## config.mk

```make
export PLATFORM = sky130hd
export DESIGN_NAME = lsa_align_unit
export DESIGN_NICKNAME = d
export VERILOG_FILES = /design/src/rtl/lsa_pkg.sv /design/src/rtl/lsa_addr_gen.sv /design/src/rtl/lsa_store_lane.sv /design/src/rtl/lsa_load_extract.sv /design/src/rtl/lsa_align_unit.sv
export SDC_FILE = /design/constraint.sdc
export NUM_CORES = 1
export LEC_CHECK = 0
export CAP_MARGIN = 10
export CORE_UTILIZATION = 36
export DETAILED_ROUTE_END_ITERATION = 12
export MAX_ROUTING_LAYER = met4
export PLACE_DENSITY = 0.85
export SYNTH_ARGS = -nofsm -noshare
export SYNTH_HDL_FRONTEND = slang
export SYNTH_HIERARCHICAL = 1
export SYNTH_SLANG_ARGS = --single-unit
```

## constraint.sdc

```tcl
create_clock -name vclk -period 6.4
set_clock_uncertainty 0.1 [all_clocks]
set_input_delay 1.92 -clock vclk [all_inputs]
set_output_delay 1.92 -clock vclk [all_outputs]
set_load 0.01 [all_outputs]
```

## src/rtl/lsa_pkg.sv

```systemverilog
package lsa_pkg;

   typedef enum logic [2:0] {
      LSA_IDLE = 3'd0,
      LSA_LW   = 3'd1,
      LSA_SW   = 3'd2,
      LSA_LB   = 3'd3,
      LSA_LBU  = 3'd4,
      LSA_SB   = 3'd5
   } lsa_op_e;

   localparam int unsigned LSA_BYTE_W = 8;

   function automatic logic lsa_is_word(input logic [2:0] op);
      return (op == LSA_LW) || (op == LSA_SW);
   endfunction

   function automatic logic lsa_is_load(input logic [2:0] op);
      return (op == LSA_LW) || (op == LSA_LB) || (op == LSA_LBU);
   endfunction

endpackage

```

## src/rtl/lsa_addr_gen.sv

```systemverilog
module lsa_addr_gen
   import lsa_pkg::*;
#(
   parameter int unsigned ADDR_W = 32,
   parameter int unsigned OFF_W  = 16,
   parameter int unsigned SEL_W  = 2
) (
   input  logic [ADDR_W-1:0]       base_i,
   input  logic [OFF_W-1:0]        offset_i,
   input  logic [2:0]              op_i,
   output logic [ADDR_W-SEL_W-1:0] word_addr_o,
   output logic [SEL_W-1:0]        lane_o,
   output logic                    misalign_o
);

   logic [ADDR_W-1:0] off_ext;
   logic [ADDR_W-1:0] byte_addr;

   generate
      if (OFF_W > ADDR_W) begin : g_bad_off
         $error("lsa_addr_gen: OFF_W must not exceed ADDR_W");
      end else if (OFF_W == ADDR_W) begin : g_off_full
         assign off_ext = offset_i;
      end else begin : g_off_sext
         assign off_ext = {{(ADDR_W-OFF_W){offset_i[OFF_W-1]}}, offset_i};
      end
   endgenerate

   assign byte_addr   = base_i + off_ext;
   assign word_addr_o = byte_addr[ADDR_W-1:SEL_W];
   assign lane_o      = byte_addr[SEL_W-1:0];
   assign misalign_o  = lsa_is_word(op_i) && (lane_o != '0);

   always_comb begin
      if (misalign_o) begin
         AST_MISALIGN_WORD_ONLY: assert (lsa_is_word(op_i));
      end
      if (lsa_is_word(op_i) && (lane_o != '0)) begin
         AST_MISALIGN_RAISED: assert (misalign_o);
      end
   end

endmodule

```

## src/rtl/lsa_store_lane.sv

```systemverilog
module lsa_store_lane
   import lsa_pkg::*;
#(
   parameter int unsigned LANES = 4,
   parameter int unsigned SEL_W = 2
) (
   input  logic [2:0]                  op_i,
   input  logic [SEL_W-1:0]            lane_i,
   input  logic                        misalign_i,
   input  logic [LANES*LSA_BYTE_W-1:0] store_data_i,
   output logic [LANES-1:0]            wr_en_o,
   output logic [LANES*LSA_BYTE_W-1:0] wr_data_o
);

   logic word_st;
   logic byte_st;

   assign word_st = (op_i == LSA_SW) && !misalign_i;
   assign byte_st = (op_i == LSA_SB);

   generate
      for (genvar k = 0; k < LANES; k++) begin : g_lane
         assign wr_data_o[k*LSA_BYTE_W +: LSA_BYTE_W] =
            byte_st ? store_data_i[LSA_BYTE_W-1:0]
                    : store_data_i[k*LSA_BYTE_W +: LSA_BYTE_W];
         assign wr_en_o[k] = word_st ||
            (byte_st && (lane_i == SEL_W'(k)));
      end
   endgenerate

   always_comb begin
      if (op_i == LSA_SB) begin
         AST_BYTE_STORE_ONE_LANE: assert ($onehot(wr_en_o));
      end
      if (misalign_i) begin
         AST_NO_WRITE_MISALIGNED: assert (wr_en_o == '0);
      end
      if ((op_i != LSA_SW) && (op_i != LSA_SB)) begin
         AST_NO_WRITE_OTHER_OPS: assert (wr_en_o == '0);
      end
      if (word_st) begin
         AST_WORD_STORE_ALL_LANES: assert ($countones(wr_en_o) == LANES);
      end
   end

endmodule

```

## src/rtl/lsa_load_extract.sv

```systemverilog
module lsa_load_extract
   import lsa_pkg::*;
#(
   parameter int unsigned LANES = 4,
   parameter int unsigned SEL_W = 2
) (
   input  logic [2:0]                  op_i,
   input  logic [SEL_W-1:0]            lane_i,
   input  logic [LANES*LSA_BYTE_W-1:0] mem_rdata_i,
   output logic [LANES*LSA_BYTE_W-1:0] load_data_o
);

   localparam int unsigned WORD_W = LANES * LSA_BYTE_W;
   localparam int unsigned HIGH_W = WORD_W - LSA_BYTE_W;

   logic [LSA_BYTE_W-1:0] lane_byte [LANES];
   logic [LSA_BYTE_W-1:0] pick;

   generate
      for (genvar k = 0; k < LANES; k++) begin : g_split
         assign lane_byte[k] = mem_rdata_i[k*LSA_BYTE_W +: LSA_BYTE_W];
      end
   endgenerate

   assign pick = lane_byte[lane_i];

   always_comb begin
      case (op_i)
         LSA_LW:  load_data_o = mem_rdata_i;
         LSA_LB:  load_data_o = {{HIGH_W{pick[LSA_BYTE_W-1]}}, pick};
         LSA_LBU: load_data_o = {{HIGH_W{1'b0}}, pick};
         default: load_data_o = '0;
      endcase
   end

   always_comb begin
      if (op_i == LSA_LBU) begin
         AST_UNSIGNED_HIGH_ZERO: assert (load_data_o[WORD_W-1:LSA_BYTE_W] == '0);
      end
      if (op_i == LSA_LB) begin
         AST_SIGNED_HIGH_COPY: assert (
            load_data_o[WORD_W-1:LSA_BYTE_W] == {HIGH_W{load_data_o[LSA_BYTE_W-1]}});
      end
      if (!lsa_is_load(op_i)) begin
         AST_NO_LOAD_RESULT: assert (load_data_o == '0);
      end
   end

endmodule

```

## src/rtl/lsa_align_unit.sv

```systemverilog
module lsa_align_unit
   import lsa_pkg::*;
#(
   parameter int unsigned ADDR_W = 32,
   parameter int unsigned DATA_W = 32,
   parameter int unsigned OFF_W  = 16,
   localparam int unsigned LANES  = DATA_W / LSA_BYTE_W,
   localparam int unsigned SEL_W  = $clog2(LANES),
   localparam int unsigned WADR_W = ADDR_W - SEL_W
) (
   input  logic [ADDR_W-1:0] base_i,
   input  logic [OFF_W-1:0]  offset_i,
   input  logic [DATA_W-1:0] store_data_i,
   input  logic [2:0]        op_i,
   input  logic [DATA_W-1:0] mem_rdata_i,
   output logic [WADR_W-1:0] word_addr_o,
   output logic [LANES-1:0]  wr_en_o,
   output logic [DATA_W-1:0] wr_data_o,
   output logic [DATA_W-1:0] load_data_o,
   output logic              misalign_o
);

   generate
      if ((DATA_W % LSA_BYTE_W) != 0) begin : g_bad_width
         $error("lsa_align_unit: DATA_W must be a multiple of 8");
      end
      if ((LANES < 2) || ((1 << SEL_W) != LANES)) begin : g_bad_lanes
         $error("lsa_align_unit: lane count must be a power of two, at least 2");
      end
      if (ADDR_W <= SEL_W) begin : g_bad_addr
         $error("lsa_align_unit: ADDR_W too small");
      end
   endgenerate

   logic [SEL_W-1:0] lane;

   lsa_addr_gen #(
      .ADDR_W (ADDR_W),
      .OFF_W  (OFF_W),
      .SEL_W  (SEL_W)
   ) i_addr_gen (
      .base_i      (base_i),
      .offset_i    (offset_i),
      .op_i        (op_i),
      .word_addr_o (word_addr_o),
      .lane_o      (lane),
      .misalign_o  (misalign_o)
   );

   lsa_store_lane #(
      .LANES (LANES),
      .SEL_W (SEL_W)
   ) i_store_lane (
      .op_i         (op_i),
      .lane_i       (lane),
      .misalign_i   (misalign_o),
      .store_data_i (store_data_i),
      .wr_en_o      (wr_en_o),
      .wr_data_o    (wr_data_o)
   );

   lsa_load_extract #(
      .LANES (LANES),
      .SEL_W (SEL_W)
   ) i_load_extract (
      .op_i        (op_i),
      .lane_i      (lane),
      .mem_rdata_i (mem_rdata_i),
      .load_data_o (load_data_o)
   );

endmodule

```

# Word level (Yosys, flattened, before mapping)

Cells that the tools add are included.
W data, S select, Z words.

Div/mod/pow operators: 0
Add/subtract/negate cells: 1
Order comparisons: 1
Eq/ne operators: 8
Bitwise operators: 1
Multiply operators: 0
Reduce and logical (&&, ||, !) cells: 14
Mux-type cells: 7
Shifts and indexed selects: 0

Operators with widths:

| cell                 | count |
|---|---|
| $pmux W32 S3         | 1 |
| $mux W8              | 5 |
| $add A32 B32 Y32     | 1 |
| $bmux W8 S2          | 1 |
| $eq A3 B2 Y1 const B | 2 |
| $eq A3 B3 Y1 const B | 2 |
| $logic_and A1 B1 Y1  | 6 |
| $logic_or A1 B1 Y1   | 5 |
| $eq A2 B2 Y1 const B | 2 |
| $eq A3 B1 Y1 const B | 1 |
| $ge A3 B3 Y1 const B | 1 |
| $not A2 Y3           | 1 |
| $eq A2 B1 Y1 const B | 1 |
| $logic_not A2 Y1     | 1 |
| $reduce_bool A2 Y1   | 1 |
| $logic_not A1 Y1     | 1 |

Word-level logic and storage cells: 32
Input bits: 115
Latch bits: 0
Memory bits (read-only): 0
Memory bits (writable): 0
Memories kept: 0
Register bits: 0
Output and inout port bits: 99

# Longest topological paths before layout

Gate-level depths: netlist (run 1).

Word-level depth: 6
Depth in mapped cells: 9
Depth with buffers taken out: 9

# By module

Netlist (run 1), hierarchy kept.

Modules (own cells, without submodules):

| module           | times used | seq. area each (um^2) | cells an instance | area each (um^2) |
|---|---|---|---|---|
| lsa_addr_gen     | 1          | 0.0                   | 235               | 1725.4 |
| lsa_load_extract | 1          | 0.0                   | 83                | 638.1 |
| lsa_store_lane   | 1          | 0.0                   | 44                | 489.2 |

# Worst setup path before layout (run 1)

OpenSTA, ideal clock, no wires.

Path type: input-to-output
From: input base_i[0]
To: output word_addr_o[16]
Buffers on the path: 0
Setup slack: 455 ps
Data arrival time: 3925 ps
Stages: 9
Cells stage by stage: ha_1 > fa_1 > a21o_1 > a31o_2 > nand3_1 > a21oi_1 > a2111oi_0 > nor3_1 > xor2_1

Cells in the longest elaborated chain, start to end: 1

Ends and longest elaborated chain:

| item             | line                 | text |
|---|---|---|
| from (decl)      | lsa_align_unit.sv:11 | `input logic [ADDR_W-1:0] base_i,` |
| $add A32 B32 Y32 | lsa_addr_gen.sv:29   | `assign byte_addr = base_i + off_ext;` |
| to (decl)        | lsa_align_unit.sv:16 | `output logic [WADR_W-1:0] word_addr_o,` |

No other way between the ends.

# Final worst setup path (run 1)

From: input offset_i[3]
To: output word_addr_o[29]

Cells in the longest elaborated chain, start to end: 1

Ends and longest elaborated chain:

| item             | line                 | text |
|---|---|---|
| from (decl)      | lsa_align_unit.sv:12 | `input logic [OFF_W-1:0] offset_i,` |
| $add A32 B32 Y32 | lsa_addr_gen.sv:29   |  |

No other way between the ends.

==> out/qor.csv, run 1 <==
stage,metric,value,unit
run_status,status,finished clean,
placed_design,routabilityCongestion,0.877,
worst_setup_path,critPathKind,input pin to output pin,
cells_and_area,nFlopsAndLatches,0,
grt,grt_pass1_wl,20400,um
floorplan,core-area,7690,um^2
timing,timing.final.crit_share,99.6,%
drt,dr.pass1.iters,4,
timing,tightest_slew,0.379,ns
power,internal_power,0.350,mW
synthesis,yosysSeqAreaShare,0,%
synthesis,synthDistinctLibCells,66,
synthesis,avgSynthCellArea,7.88,um^2
synthesis,synth_area_leaders,"ha_1, a21o_1, mux2_4, mux2_2, a21oi_1",
grt,antenna_found_initial,1,
power,clockPowerShare,0,%
power,p_per_area,105,nW/um^2
worst_setup_path,crit_family,compound AO/OA/AOI/OAI gates,
timing,rsz0062_at_grt,yes,
cts,cts.hold.buffers_added,0,
synthesis,syn-cell-area,2850,um^2
cells_and_area,fillers,543,
worst_setup_path,crit_arrival,4.36,ns
grt,grt_max_degree,29,
worst_hold_path,hold_class,input pin to output pin,
power,combPwrFrac,100.0,%
drt,vias,4223,
drt,routedWlPerCell,17.9,um
cells_and_area,nNetsFinal,814,
drt,drc_errors,0,
timing,fmax,0.157,GHz
timing,tns,0,ns
worst_setup_path,cp_data_required_time,4.38,ns
drt,wirelength,13700,um
timing,period_minus_slack,6.38,ns
worst_setup_path,path_buf_inv,2,
power,ir_worst_vdd,0.0634,mV
cells_and_area,drive_gt1_share,30.2,%
timing,max-slew-margin-rel,74.5,%
drt,ant_nets,0,
worst_setup_path,cp_cell_sequence,clkdlybuf4s50_1 -> ha_1 -> o211ai_1 -> o21ai_2 -> o21bai_4 -> a22oi_4 -> a31oi_4 -> o311a_1 -> or3_1 -> clkbuf_2,
timing,hold_viol,0,
worst_setup_path,start_kind,input pin,
grt,overflow,0,
cells_and_area,seq_area,0,um^2
floorplan,dieArea,8280,um^2
drt,vias_per_cell,5.50,
power,leakage,3.06,nW
worst_setup_path,crit_fanout,4,
synthesis,synth.top_cell.area_share,13.6,%
synthesis,synth.net_count,509,
floorplan,start_util,37.1,%
placed_design,dpl-instance-area,5680,um^2
synthesis,synth_cells,362,
floorplan,fp-row-count,32,
placed_design,numPortBuffers,214,
power,p_switching,0.276,mW
cells_and_area,nClkBuffers,0,
power,p_total,0.626,mW
cells_and_area,syn2layout_area_growth,110,%
timing,setup_violations,0,
worst_setup_path,cpPeakStageDelay,0.44,ns
cells_and_area,finalInstanceArea,5980,um^2
worst_hold_path,hold_depth,5,
synthesis,ys_warn_count,6,
worst_setup_path,cp_num_cells,10,
power,sw_frac_of_total,44.1,%
job,drv_cap,0,
worst_setup_path,end_kind,output pin,
synthesis,yosysTopAreaCell,ha_1,
worst_setup_path,cp_slowest_cell,clkdlybuf4s50_1,
placed_design,hpwl,10500,um
grt,grt_pass1_vias,4139,
grt,grt_util_all_layers,30.5,%
drt,first_iter_violations,133,
floorplan,die_h,91.0,um
power,seqPwrFrac,0,%
floorplan,ioPinCount,214,
timing,final_max_slew_viol_count,0,
floorplan,chipWidth,91.0,um
area by class of cell:
class / instances / area (um^2) / area share (%)
tap: 102 / 128 / 2.13
inverter: 17 / 63.8 / 1.07
timing repair buffer: 325 / 2920 / 48.9
antenna: 1 / 2.50 / 0.0418
multi-input combinational: 323 / 2860 / 47.9
worst paths after layout:
| check | startpoint | endpoint | slack (ns) |
|---|---|---|---|
| min | base_i[10] | word_addr_o[8] | 4.35 |
| max | offset_i[3] | word_addr_o[29] | 0.02 |
metal layers:
metal  up-vias  track usage [%]  part of all wire (%)
li1       2001                -                     -
met1      2007             31.3                    37
met2       179             58.6                    53
met3        36             5.11                   6.6
met4         0             9.79                   3.4
met5         -                -                     0
logic make-up after synthesis:
group,count (synthesis),synth area share [%]
AO/OA/AOI/OAI,143,36.1
XOR/XNOR,28,8.60
AND/OR/NAND/NOR,81,15.4
buffers and inverters,42,8.60
adder cells (fa/ha/maj),32,14.3
multiplexers,36,17.1
Yosys cell counts (all sizes together), types with 2 or more instances:
| cell type | instances |
|---|---|
| a21o | 45 |
| ha | 31 |
| mux2 | 30 |
| a21oi | 29 |
| nand2 | 24 |
| buf | 19 |
| o21ai | 19 |
| inv | 17 |
| xor2 | 15 |
| xnor2 | 13 |
| nor2 | 10 |
| o211ai | 9 |
| nand3 | 8 |
| o221ai | 8 |
| clkbuf | 6 |
| nand4 | 6 |
| o21bai | 6 |
| a211oi | 4 |
| a31oi | 4 |
| and3 | 4 |
| mux2i | 4 |
| nand2b | 4 |
| nor3 | 4 |
| nor3b | 4 |
| and2 | 3 |
| nor2b | 3 |
| or2 | 3 |
| a2111oi | 2 |
| a211o | 2 |
| mux4 | 2 |
| nand3b | 2 |
| o22ai | 2 |
| o311ai | 2 |
repair_timing:
action	in CTS	in global routing
pin swaps	12	26
resized for setup	117	44
setup endpoints to repair	58	31
cloned	3	0
buffers inserted	6	8
layout by cell type, fill, tap and decap left out, types with 8 or more instances in the layout:
| cell | Yosys | routed |
|---|---|---|
| ha_1 | 31 | 25 |
| dlygate4sd2_1 | 0 | 35 |
| a21oi_1 | 29 | 21 |
| a21o_1 | 45 | 45 |
| nand2_1 | 24 | 22 |
| inv_1 | 17 | 17 |
| o211ai_1 | 9 | 9 |
| nor2_1 | 10 | 8 |
| o21ai_0 | 16 | 14 |
| clkdlybuf4s50_1 | 0 | 144 |
| nand3_1 | 8 | 8 |
| xnor2_1 | 13 | 13 |
| mux2_2 | 14 | 14 |
| dlymetal6s2s_1 | 0 | 10 |
| clkdlybuf4s15_1 | 0 | 15 |
| xor2_1 | 15 | 15 |
| mux2_4 | 16 | 16 |
| buf_2 | 3 | 8 |
| buf_4 | 8 | 109 |
power groups by stage:
stage          logic, mW  registers [mW]  clock network (mW)
6_report           0.626               0        0.0000000209
5_1_grt            0.665               0        0.0000000209
4_1_cts            0.594               0                   0
3_5_place_dp       0.604               0                   0
3_3_place_gp       0.594               0                   0
2_1_floorplan      0.267               0                   0
through the flow:
step | util, % | std cells | worst slack, ns | hold slack [ns]
5_1_grt | 77.8 | 768 | -0.0525 | 4.37
2_1_floorplan | - | 362 | 0.455 | 3.79
3_3_place_gp | 73.9 | 750 | -0.563 | 4.69
4_1_cts | 75.3 | 759 | -0.145 | 4.45
3_5_place_dp | 73.9 | 750 | -0.691 | 4.69
6_report | 77.8 | 768 | 0.0239 | 4.35
(Power assumes the default switching activity.)
==> run 2: changes to the inputs <==
- CAP_MARGIN: 10 -> default
==> results of run 2 <==
Final layout, timing and power as in run 1 (identical DEF).
